File: src/rtl/fau_pkg.sv
package fau_pkg;

  typedef enum logic {
    SRC_ROM = 1'b0,
    SRC_EXT = 1'b1
  } mem_src_t;

  typedef enum logic [1:0] {
    PC_HOLD = 2'd0,
    PC_STEP = 2'd1,
    PC_JUMP = 2'd2
  } pc_op_t;

  function automatic pc_op_t pick_op(input logic fetch, input logic load);
    if (load)       return PC_JUMP;
    else if (fetch) return PC_STEP;
    else            return PC_HOLD;
  endfunction

endpackage

File: src/rtl/fau_pc_reg.sv
module fau_pc_reg
  import fau_pkg::*;
#(
  parameter int unsigned AW        = 16,
  parameter logic [AW-1:0] RST_ADDR = '0
) (
  input  logic          clk,
  input  logic          rst_n,
  input  logic          fetch,
  input  logic          load,
  input  logic [AW-1:0] target,
  output logic [AW-1:0] pc,
  output logic          step_evt,
  output logic          jump_evt
);

  pc_op_t op;

  function automatic logic [AW-1:0] advance(input logic [AW-1:0] cur);
    return cur + {{(AW-1){1'b0}}, 1'b1};
  endfunction

  function automatic logic [AW-1:0] next_pc(input pc_op_t o,
                                            input logic [AW-1:0] cur,
                                            input logic [AW-1:0] tgt);
    case (o)
      PC_JUMP: return tgt;
      PC_STEP: return advance(cur);
      default: return cur;
    endcase
  endfunction

  assign op       = pick_op(fetch, load);
  assign step_evt = (op == PC_STEP);
  assign jump_evt = (op == PC_JUMP);

  always_ff @(posedge clk or negedge rst_n) begin
    if (!rst_n) pc <= RST_ADDR;
    else        pc <= next_pc(op, pc, target);
  end

endmodule

File: src/rtl/fau_mem_steer.sv
module fau_mem_steer
  import fau_pkg::*;
#(
  parameter int unsigned AW        = 16,
  parameter int unsigned ROM_BYTES = 4096
) (
  input  logic [AW-1:0] addr,
  input  logic          ext_pin,
  output mem_src_t      src,
  output logic          in_rom_window
);

  localparam int unsigned ROM_AW  = (ROM_BYTES > 1) ? $clog2(ROM_BYTES) : 1;
  localparam bit          ROM_POW2 = ((1 << ROM_AW) == ROM_BYTES);

  generate
    if (ROM_POW2 && (ROM_AW < AW)) begin : g_pow2
      assign in_rom_window = (addr[AW-1:ROM_AW] == '0);
    end else begin : g_cmp
      assign in_rom_window = ({{(32-AW){1'b0}}, addr} < ROM_BYTES);
    end
  endgenerate

  function automatic mem_src_t steer(input logic pin, input logic in_win);
    return (pin && in_win) ? SRC_ROM : SRC_EXT;
  endfunction

  assign src = steer(ext_pin, in_rom_window);

endmodule

File: src/rtl/fau_ir_strobe.sv
module fau_ir_strobe (
  input  logic clk,
  input  logic rst_n,
  input  logic fetch,
  output logic capture
);

  always_ff @(posedge clk or negedge rst_n) begin
    if (!rst_n) capture <= 1'b0;
    else        capture <= fetch;
  end

endmodule

File: src/rtl/fetch_addr_unit.sv
module fetch_addr_unit
  import fau_pkg::*;
#(
  parameter int unsigned AW        = 16,
  parameter int unsigned ROM_BYTES = 4096
) (
  input  logic          clk,
  input  logic          rst_n,
  input  logic          fetch_i,
  input  logic          load_i,
  input  logic [15:0]   load_addr_i,
  input  logic          ext_pin_i,
  output logic [15:0]   fetch_addr_o,
  output logic          sel_ext_o,
  output logic          ir_load_o
);

  logic [AW-1:0] pc_q;
  logic          step_evt;
  logic          jump_evt;
  logic          in_rom_window;
  mem_src_t      src;

  fau_pc_reg #(.AW(AW)) u_pc (
    .clk      (clk),
    .rst_n    (rst_n),
    .fetch    (fetch_i),
    .load     (load_i),
    .target   (load_addr_i[AW-1:0]),
    .pc       (pc_q),
    .step_evt (step_evt),
    .jump_evt (jump_evt)
  );

  fau_mem_steer #(.AW(AW), .ROM_BYTES(ROM_BYTES)) u_steer (
    .addr          (pc_q),
    .ext_pin       (ext_pin_i),
    .src           (src),
    .in_rom_window (in_rom_window)
  );

  fau_ir_strobe u_ir (
    .clk     (clk),
    .rst_n   (rst_n),
    .fetch   (fetch_i),
    .capture (ir_load_o)
  );

  assign fetch_addr_o = 16'(pc_q);
  assign sel_ext_o    = (src == SRC_EXT);

endmodule

File: config.mk
export PLATFORM = sky130hd
export DESIGN_NAME = fetch_addr_unit
export DESIGN_NICKNAME = d
export VERILOG_FILES = /design/src/rtl/fau_pkg.sv /design/src/rtl/fau_pc_reg.sv /design/src/rtl/fau_mem_steer.sv /design/src/rtl/fau_ir_strobe.sv /design/src/rtl/fetch_addr_unit.sv
export SDC_FILE = /design/constraint.sdc
export NUM_CORES = 1
export LEC_CHECK = 0
export BUFFER_PORTS_ARGS = -buffer_cell sky130_fd_sc_hd__buf_2
export CAP_MARGIN = 10
export CORE_UTILIZATION = 42
export DETAILED_ROUTE_END_ITERATION = 6
export HOLD_SLACK_MARGIN = 0.06
export PLACE_DENSITY = 0.78
export SKIP_LAST_GASP = 1
export SYNTH_ARGS = -nofsm -noshare
export SYNTH_HDL_FRONTEND = slang
export SYNTH_HIERARCHICAL = 1
export SYNTH_SLANG_ARGS = --single-unit
File: constraint.sdc
create_clock -name clk -period 1.8 [get_ports clk]
set_clock_uncertainty 0.2 [all_clocks]
set_input_delay 0.18 -clock clk [delete_from_list [all_inputs] [get_ports clk]]
set_output_delay 0.18 -clock clk [all_outputs]
set_load 0.05 [all_outputs]
# == After elaboration in Yosys (flattened, before gate mapping) ==
# Cells that the tools add are included.
# word_totals
reg_bits,17
elab_cells,12
# classes
addsub,1
n_mux,4
n_reduce_logical,3
eq_ne,2
# ops
operator,n
16-bit one-hot mux with 2 select lines,1
"16-bit by 1-bit adder with 16-bit output, second input constant",1
4-bit zero test,1
"2-bit by 1-bit == test with 1-bit output, second input constant",1
"2-bit == test, second input constant",1
1-bit 2-to-1 mux,2
2-bit 2-to-1 mux,1
2-bit nonzero test,1
1-bit logical AND,1

# == Longest topological paths before layout ==
# Gate-level depths: netlist (run 1).
# logic_depth
ltp_word,4
ltp_mapped,5

# == Hierarchy ==
# Netlist (run 1), hierarchy kept.
# by_module_without_submodules
module,n_inst,cells_each,seq_area_each_um2,area_each_um2
fau_pc_reg,1,99,400.4,903.4
fau_ir_strobe,1,1,25.0,25.0
fau_mem_steer,1,2,0.0,16.3

# == Worst setup path before layout (run 1) ==
# OpenSTA, ideal clock, no wires.
# synth_timing
path_type,register to register
startpoint,register u_pc.pc[0]
endpoint,register u_pc.pc[14]
slack_ns,-0.297
path_stages_with_launch,6
setup_ns,0.125
period_less_slack_ns,2.097
arrival_time_ns,1.772
path_cell_list,dfrtp_1 -> ha_1 -> nand3_1 -> nor4_1 -> xor2_1 -> mux2_2
# synth_via
elab_chain_len,2
# synth_lines
item,line_no,rtl
"start, declared",fau_pc_reg.sv:12,"output logic [AW-1:0] pc,"
"start signal, assigned",fau_pc_reg.sv:39,"else pc <= next_pc(op, pc, target);"
16-bit by 1-bit adder with 16-bit output,fau_pc_reg.sv:20,"return cur + {{(AW-1){1'b0}}, 1'b1};"
16-bit one-hot mux with 2 select lines,fau_pc_reg.sv:26,case (o)
# Every way passes these cells.
# A chain may end at the register's enable or synchronous reset.

# == Worst setup path in the final report (run 1) ==
# layout_timing
startpoint,register u_pc.pc[8]
endpoint,register u_pc.pc[15]
# The elaborated chain is that of the path after synthesis.

==> results.ini, run 1 <==
[timing]
worst_slack_ns = 0.122
period_share = 0.932
rsz0062_at_grt = false
timing_hold_violations_final = 0
setup_tns_ns = 0
report.final.slew_viol_count = 0
worst_pin_slew_ns = 0.391
min_period_ns = 1.68
fmaxAchievable_mhz = 596
finalSetupViolations = 0
slew_headroom = 0.739

[cells_and_area]
regArea_um2 = 439
layout_common_cells = buf_2 (38), dlygate4sd3_1 (18), nand2_1 (18)
antenna_cells = 0
multi_input_area_um2 = 522
final_common_cell = buf_2
fill_cells = 168
drive_above_1_share = 0.395
syn_to_final_growth_pct = 50.9
nets = 180

[clock_tree]
clk_pin_slew_ns = 0.10
cts_max_level = 1
insertion_delay_ns = 0.28
cts_tree = yes
cts_made_buffers = 3
cts_setup_buffers = 0
cts.sink_count = 17
cts_buffer_depth = 2
clockRootBuffer = clkbuf_4

[worst_setup_path]
reg2reg_to = u_pc/pc[15]$_DFFE_PN0P_
arrival_ns = 1.67
regToRegSetupSlack_ns = 0.12
endpoint_kind = flip-flop
crit_fanout = 5
path_cells = nand4_4 -> or2_0 -> or4_1 -> a31oi_1
cp-start-kind = flip-flop
r2r_start = u_pc/pc[8]$_DFFE_PN0P_
reg2regPathDepth = 4
crit_required_ns = 1.79
slowest_delay_ns = 0.44
worstSetupPathType = flip-flop to flip-flop
crit_slowest_cell = dfrtp_2

[route]
wl_met2_mm = 1.09
num_vias = 938
vias_per_cell = 5.10
wl_met1_um = 981
ant_nets = 0
drt-total-wl_mm = 2.18
drtIter0Drc = 9
drcViolationCount = 0
highest_layer = met3
dr.pass1.iters = 4
post_drt_wl_per_cell_um = 11.8
met3_length_um = 106

[floorplanning]
fp.coreArea_um2 = 2020
initial_core_util = 0.462
io_pins = 39
die_y_um = 49.2
rows = 16
fp.dieArea_um2 = 2420
die_x_um = 49.2

[hold_path]
min_delay_path_depth = 3
hold_class = input port to flip-flop
holdPathEnd = u_pc/pc[15]$_DFFE_PN0P_
hp-start = load_i

[global_routing]
grt_max_degree = 27
grt_pass1_wl_mm = 3.64
grt_overflow_total = 0
grt_antenna_before_repair = 0
track_usage = 0.193
grt_pass1_vias = 860

[yosys]
syn_nets = 122
syn_area_um2 = 935
syn_inst = 100
synth_warnings = 6
avgSynthCellArea_um2 = 9.35

[power]
power_leakage_uw = 0.000579
ir_drop_uv = 501
powerDensity_nw_per_um2 = 728

[place]
hpwl_mm = 1.52
finalWeightedCongestion = 0.804
portBuffers = 38
pre_cts_slack_ns = 0.0804

[run_status]
status = complete, no violations

[flow_run]
drv_cap = 0

## report_power, final
group | total (uW) | switching [uW] | internal [uW]
Clock | 197 | 112 | 85.8
Combinational | 339 | 221 | 117
Sequential | 490 | 66.1 | 424
## final cells by class
type / count / area share
multi-input combinational: 76 / 0.370
sequential: 17 / 0.311
clock buffer: 4 / 0.0186
inverter: 3 / 0.00799
tap: 27 / 0.0240
timing repair buffer: 57 / 0.268
## state kept, by name, indices dropped and copies added, names as in the netlist
register / cells
u_pc/pc: 16
u_ir/capture: 1
## how the worst max path moves through the flow
stage / cells past startpoint / to / slack [ns] / from
finish: 4 / u_pc/pc[15]$_DFFE_PN0P_ / 0.12 / u_pc/pc[8]$_DFFE_PN0P_
global route: 5 / u_pc/pc[12]$_DFFE_PN0P_ / 0.02 / u_pc/pc[0]$_DFFE_PN0P_
CTS: 5 / u_pc/pc[14]$_DFFE_PN0P_ / 0.06 / u_pc/pc[0]$_DFFE_PN0P_
detailed placement: 5 / u_pc/pc[14]$_DFFE_PN0P_ / 0.08 / u_pc/pc[0]$_DFFE_PN0P_
global placement: 5 / u_pc/pc[14]$_DFFE_PN0P_ / 0.17 / u_pc/pc[0]$_DFFE_PN0P_
floorplan: 5 / u_pc/pc[14]$_DFFE_PN0P_ / -0.02 / u_pc/pc[0]$_DFFE_PN0P_
## per-stage QoR
stage	area [um^2]	std cells	total power [uW]	utilization	hold WS (ns)
6_report	1410	184	1030	0.697	0.0750
5_1_grt	1410	184	1080	0.697	0.0802
4_1_cts	1400	184	1030	0.691	0.0683
3_5_place_dp	1190	162	804	0.589	-0.0789
3_3_place_gp	1190	162	797	0.589	-0.0823
2_1_floorplan	976	100	711	-	-0.316
## repair_timing
action	in CTS	in global routing
setup endpoints to repair	0	3
endpoints found under the hold margin	34	0
hold buffers	18	0
gates resized for setup	0	2
## worst max-delay path: cells and delay by family (launching register included)
kind,cells,cell delay (ns)
AOI/OAI and AO/OA,1,0.16
DFF,1,0.44
and+or+nand+nor,3,0.79
## layer usage
| metal | vias to the layer above | GRT usage |
|---|---|---|
| met5 | - | 0 |
| met4 | 0 | 0.0539 |
| met3 | 0 | 0.0280 |
| met2 | 30 | 0.329 |
| met1 | 441 | 0.252 |
| li1 | 467 | - |
Power figures use the tool's default switching activity.
==> inputs of run 2 (changes only) <==
Settings changed: CTS_BUF_LIST from default to sky130_fd_sc_hd__clkbuf_4 sky130_fd_sc_hd__clkbuf_8 sky130_fd_sc_hd__clkbuf_16.
==> run 2 against run 1 <==
  * First-iteration DRC count down 11%
  * Setup slack worse by 0.040 ns
  * Sequential share of layout area down 0.083 points
  * Largest cell class unchanged
  * Worst hold slack worse by 0.0030 ns
  * Routed wire length up 1.8%
  * Global-route usage up 0.27 points
  * Largest power group unchanged
  * Critical endpoint is now u_pc/pc[12]$_DFFE_PN0P_
  * Register-to-register slack worse by 0.04 ns
==> results.ini, run 2 (same netlist as run 1, synthesis figures left out) <==
[run_status]
status = complete, no violations

[floorplanning]
rows = 16  ; unchanged
fp.dieArea_um2 = 2420  ; unchanged
die_x_um = 49.2  ; unchanged
fp.coreArea_um2 = 2020  ; unchanged
die_y_um = 49.2  ; unchanged
initial_core_util = 0.462  ; unchanged
io_pins = 39  ; unchanged

[place]
place_area_um2 = 1190  ; unchanged
finalWeightedCongestion = 0.804  ; unchanged
portBuffers = 38  ; unchanged
pre_cts_slack_ns = 0.0804  ; unchanged
hpwl_mm = 1.52  ; unchanged

[cells_and_area]
fin_area_um2 = 1410  ; +0.27%
final_common_cell = buf_2
regArea_um2 = 439  ; unchanged
top_regs = u_pc/pc x16, u_ir/capture x1
largest_reg_flops = 16  ; unchanged
nets = 180  ; unchanged
fill_cells = 168  ; unchanged
syn_to_final_growth_pct = 51.3
antenna_cells = 0  ; unchanged
multi_input_area_um2 = 522  ; unchanged
drive_above_1_share = 0.401  ; +0.00637
top_register = u_pc/pc
layout_common_cells = buf_2 (38), dlygate4sd3_1 (18), nand2_1 (18)

[worst_setup_path]
path_cells = ha_4 -> nand3_1 -> nor4_1 -> xnor2_1 -> o21ai_0
slowest_delay_ns = 0.45  ; about the same
critPathLaunch = u_pc/pc[0]$_DFFE_PN0P_
worstSetupPathType = flip-flop to flip-flop
path_buf_inv = 0  ; unchanged
arrival_ns = 1.67  ; about the same
crit_required_ns = 1.76  ; -0.03 ns
r2r_start = u_pc/pc[0]$_DFFE_PN0P_
crit_slowest_cell = dfrtp_2
cp-start-kind = flip-flop
reg2regPathDepth = 5  ; +1
regToRegSetupSlack_ns = 0.08  ; -0.04 ns
endpoint_kind = flip-flop
crit_fanout = 6  ; +1
crit_family = simple AND/OR/NAND/NOR gates
reg2reg_to = u_pc/pc[12]$_DFFE_PN0P_

[global_routing]
grt_antenna_before_repair = 0  ; unchanged
grt_pass1_vias = 861  ; +0.12%
grt_max_degree = 27  ; unchanged
grt_overflow_total = 0  ; unchanged
grt_pass1_wl_mm = 3.67  ; +0.74%
track_usage = 0.195  ; +0.00266

[timing]
rsz0062_at_grt = false
worst_pin_slew_ns = 0.415  ; +0.0245 ns
timing_hold_violations_final = 0  ; unchanged
report.final.slew_viol_count = 0  ; unchanged
whs_ns = 0.0720  ; -0.00305 ns
slew_headroom = 0.721  ; -0.0189
fmaxAchievable_mhz = 582  ; -2.3%
finalSetupViolations = 0  ; unchanged
min_period_ns = 1.72  ; +0.0402 ns
worst_slack_ns = 0.0823  ; -0.0402 ns
period_share = 0.954  ; +0.0223

[route]
drtIter0Drc = 8  ; -1
drcViolationCount = 0  ; unchanged
ant_nets = 0  ; unchanged
vias_per_cell = 5.07  ; -0.53%
post_drt_wl_per_cell_um = 12.0  ; +1.8%
drt-total-wl_mm = 2.21  ; +1.8%
dr.pass1.iters = 4  ; unchanged
num_vias = 933  ; -0.53%

[hold_path]
hp-start = load_i
min_delay_path_depth = 3  ; unchanged
hold_class = input port to flip-flop
holdPathEnd = u_pc/pc[15]$_DFFE_PN0P_

[clock_tree]
cts_tree = yes
cts_max_level = 1  ; unchanged
clockRootBuffer = clkbuf_4
cts_made_buffers = 3  ; unchanged
clk_pin_slew_ns = 0.10  ; about the same
insertion_delay_ns = 0.28  ; about the same
cts_buffer_depth = 2  ; unchanged
cts.sink_count = 17  ; unchanged

[flow_run]
drv_cap = 0  ; unchanged

[power]
powerDensity_nw_per_um2 = 737  ; +1.3%
ir_drop_uv = 501  ; about the same
power_leakage_uw = 0.000582  ; +0.59%

[run 2: cell counts in the layout (fill, tap and decap cells not counted)]
Identical to the previous run, type by type.
[run 2: worst max-delay path by stage]
stage / end / slack (ns) / cells past startpoint
final: u_pc/pc[12]$_DFFE_PN0P_ / 0.08 / 5
after global routing: u_pc/pc[12]$_DFFE_PN0P_ / 0.02 / 5
after CTS: u_pc/pc[14]$_DFFE_PN0P_ / 0.06 / 5
after detailed placement: u_pc/pc[14]$_DFFE_PN0P_ / 0.08 / 5
after global placement: u_pc/pc[14]$_DFFE_PN0P_ / 0.17 / 5
after floorplan: u_pc/pc[14]$_DFFE_PN0P_ / -0.02 / 5
[run 2: final cells by class]
| class | instances | share of cell area |
|---|---|---|
| Clock buffer | 4 | 0.0212 |
| Sequential cell | 17 | 0.311 |
| Multi-Input combinational cell | 76 | 0.369 |
| Tap cell | 27 | 0.0239 |
| Timing Repair Buffer | 57 | 0.267 |
| Inverter | 3 | 0.00796 |
[run 2: where the power goes]
| part | total [uW] | leakage (uW) | switching [uW] | internal, uW |
|---|---|---|---|---|
| registers | 490 | 0.000192 | 65.9 | 424 |
| clock network | 213 | 0.0000184 | 112 | 101 |
| logic | 339 | 0.000372 | 222 | 117 |
| total | 1040 | 0.000582 | 400 | 642 |
[run 2: timing repair]
item                       CTS  global route
resized for setup            0             2
setup endpoints to repair    0             3
hold endpoints to repair    34             0
buffers inserted             0             0
hold buffers                18             0
[run 2: metrics by stage]
stage,setup TNS (ns),instances,total power [uW],util
after floorplan,-0.0154,100,711,-
after global placement,0,162,797,0.589
after detailed placement,0,162,804,0.589
after CTS,0,184,1040,0.693
after global routing,0,184,1100,0.699
final,0,184,1040,0.699
[run 2: layer usage]
layer | track usage | up-vias | routed length, um
met5 | 0 | - | 0
met4 | 0.0539 | 0 | 0
met3 | 0.0280 | 0 | 105
met2 | 0.338 | 33 | 1130
met1 | 0.252 | 433 | 982
li1 | - | 467 | -
[run 2: worst register-to-register path, delay by kind of cell (launching register included)]
family	cells	cell delay [ns]
AOI/OAI and AO/OA	1	0.08
adders and majority gates	1	0.17
and+or+nand+nor	2	0.52
DFF	1	0.45
xor gates and xnor gates	1	0.16
==> inputs of run 3 (changes only) <==
Settings changed: CORE_UTILIZATION 42 to 50, PLACE_DENSITY 0.78 to 0.87.
Clock period 1.8 ns to 2.2 ns, I/O delays scaled along.
==> run 3 against run 2 <==
  * Critical path depth did not move
  * Setup slack improved by 0.18 ns
  * Highest routed layer is now met4
  * Fmax fell by 11%
  * Routed wire length rose by 5.4%
  * Largest power group unchanged
  * Worst hold slack improved by 0.087 ns
  * Via count rose by 3.3%
  * Die area fell by 15%
  * Sequential share of layout area rose by 0.45 points
  * Register-to-register slack improved by 0.18 ns
  * Combinational power fell by 19%
==> results.ini, run 3 (same netlist as run 1, synthesis figures left out) <==
[run_status]
status = complete, no violations

[floorplanning]
io_pins = 39  ; unchanged
initial_core_util = 0.535  ; +0.0732
die_x_um = 45.2  ; -8.0%
die_y_um = 45.2  ; -8.0%
rows = 15  ; -1
fp.dieArea_um2 = 2050  ; -15%
fp.coreArea_um2 = 1750  ; -14%

[clock_tree]
cts_max_level = 1  ; unchanged
cts.sink_count = 17  ; unchanged
clockRootBuffer = clkbuf_4
cts.repair.resized = 0  ; unchanged
cts_made_buffers = 3  ; unchanged
insertion_delay_ns = 0.28  ; about the same
cts_tree = yes
cts_buffer_depth = 2  ; unchanged
clk_pin_slew_ns = 0.10  ; about the same

[cells_and_area]
fill_cells = 124  ; -26%
top_regs = u_pc/pc x16, u_ir/capture x1
post-route-util = 0.773  ; +0.0742
largest_reg_flops = 16  ; unchanged
nets = 179  ; -0.56%
top_register = u_pc/pc
syn_to_final_growth_pct = 44.4
drive_above_1_share = 0.301  ; -0.100
final_common_cell = buf_2
layout_common_cells = buf_2 (38), dlygate4sd3_1 (18), nand2_1 (18)
antenna_cells = 0  ; unchanged

[global_routing]
track_usage = 0.249  ; +0.0532
grt_antenna_before_repair = 0  ; unchanged
grt_pass1_wl_mm = 3.66  ; -0.35%
grt_overflow_total = 0  ; unchanged
grt_max_degree = 28  ; +3.7%
grt_pass1_vias = 909  ; +5.6%

[route]
highest_layer = met4
drcViolationCount = 0  ; unchanged
wl_met2_mm = 1.21  ; +7.2%
ant_nets = 0  ; unchanged
wl_met1_um = 962  ; -2.0%
drtIter0Drc = 18  ; +10
met3_length_um = 126  ; +20%
vias_per_cell = 5.33  ; +5.0%
dr.pass1.iters = 5  ; +1
num_vias = 964  ; +3.3%
post_drt_wl_per_cell_um = 12.9  ; +7.1%
drt-total-wl_mm = 2.33  ; +5.4%

[worst_setup_path]
arrival_ns = 1.90  ; +0.23 ns
crit_required_ns = 2.17  ; +0.41 ns
endpoint_kind = flip-flop
crit_fanout = 6  ; unchanged
regToRegSetupSlack_ns = 0.26  ; +0.18 ns
cp-start-kind = flip-flop
worstSetupPathType = flip-flop to flip-flop

[timing]
rsz0062_at_grt = false
setup_tns_ns = 0  ; unchanged
period_share = 0.880  ; -0.0745
report.final.slew_viol_count = 0  ; unchanged
timing_hold_violations_final = 0  ; unchanged
slew_headroom = 0.714  ; -0.00632
worst_pin_slew_ns = 0.425  ; +0.00940 ns
min_period_ns = 1.94  ; +0.218 ns
finalSetupViolations = 0  ; unchanged
fmaxAchievable_mhz = 517  ; -11%

[power]
power_leakage_uw = 0.000592  ; +1.7%
powerDensity_nw_per_um2 = 623  ; -15%
ir_drop_uv = 465  ; -7.1%

[place]
finalWeightedCongestion = 0.768  ; -4.5%
hpwl_mm = 1.50  ; -1.4%
portBuffers = 38  ; unchanged

[hold_path]
hold_class = input port to flip-flop

[flow_run]
drv_cap = 0  ; unchanged

-- run 3: changes by cell type in the layout (fill, tap and decap cells not counted), sizes merged --
cell	before	now
buf	39	38
-- run 3: path summary, 6_finish.rpt --
| kind | startpoint | end | cells after the start |
|---|---|---|---|
| worst max-delay path | u_pc/pc[0]$_DFFE_PN0P_ | u_pc/pc[14]$_DFFE_PN0P_ | 5 |
| worst min-delay path | load_i | u_pc/pc[5]$_DFFE_PN0P_ | 3 |
| worst max register to register | u_pc/pc[0]$_DFFE_PN0P_ | u_pc/pc[14]$_DFFE_PN0P_ | 5 |
| worst min register to register | u_pc/pc[15]$_DFFE_PN0P_ | u_pc/pc[15]$_DFFE_PN0P_ | 2 |
| max in group asynchronous | rst_n | u_pc/pc[10]$_DFFE_PN0P_ | 2 |
| min in group asynchronous | rst_n | u_pc/pc[6]$_DFFE_PN0P_ | 2 |
-- run 3: critical path, stage by stage, from the launching register on --
cell and delay [ns]:
dfrtp_1 0.47, ha_1 0.26, nand3_1 0.16, nor4_1 0.34, xor2_1 0.11, mux2_2 0.28
-- run 3: per-layer routing --
metal | vias to the layer above | global-route usage
li1 | 466 | -
met1 | 449 | 0.268
met2 | 43 | 0.493
met3 | 6 | 0.0320
met4 | 0 | 0.0727
met5 | - | 0
-- run 3: through the flow --
stage / setup slack (ns) / instance area [um^2] / std cells / power (uW) / hold slack (ns)
detailed placement: 0.338 / 1140 / 159 / 645 / -0.0337
floorplan: 0.103 / 935 / 100 / 569 / -0.276
finish: 0.265 / 1350 / 181 / 842 / 0.159
global placement: 0.433 / 1140 / 159 / 636 / -0.0426
global route: 0.140 / 1350 / 181 / 884 / 0.199
CTS: 0.297 / 1350 / 181 / 847 / 0.150
-- run 3: what timing repair did --
action                    CTS  global route
hold endpoints to repair   34             0
hold buffers               18             0
buffers inserted            0             0
-- run 3: area by class of cell --
cell class	count	area [um^2]	area share
multi-input cells	76	482	0.357
inverters	3	11.3	0.00834
flip-flops and latches	17	425	0.315
repair buffers	56	370	0.274
well taps	25	31.3	0.0232
clock buffers	4	30.0	0.0222
-- run 3: power breakdown --
part           switching, uW  internal, uW
clock                   93.6          82.6
combinational            182          91.8
sequential              49.2           343
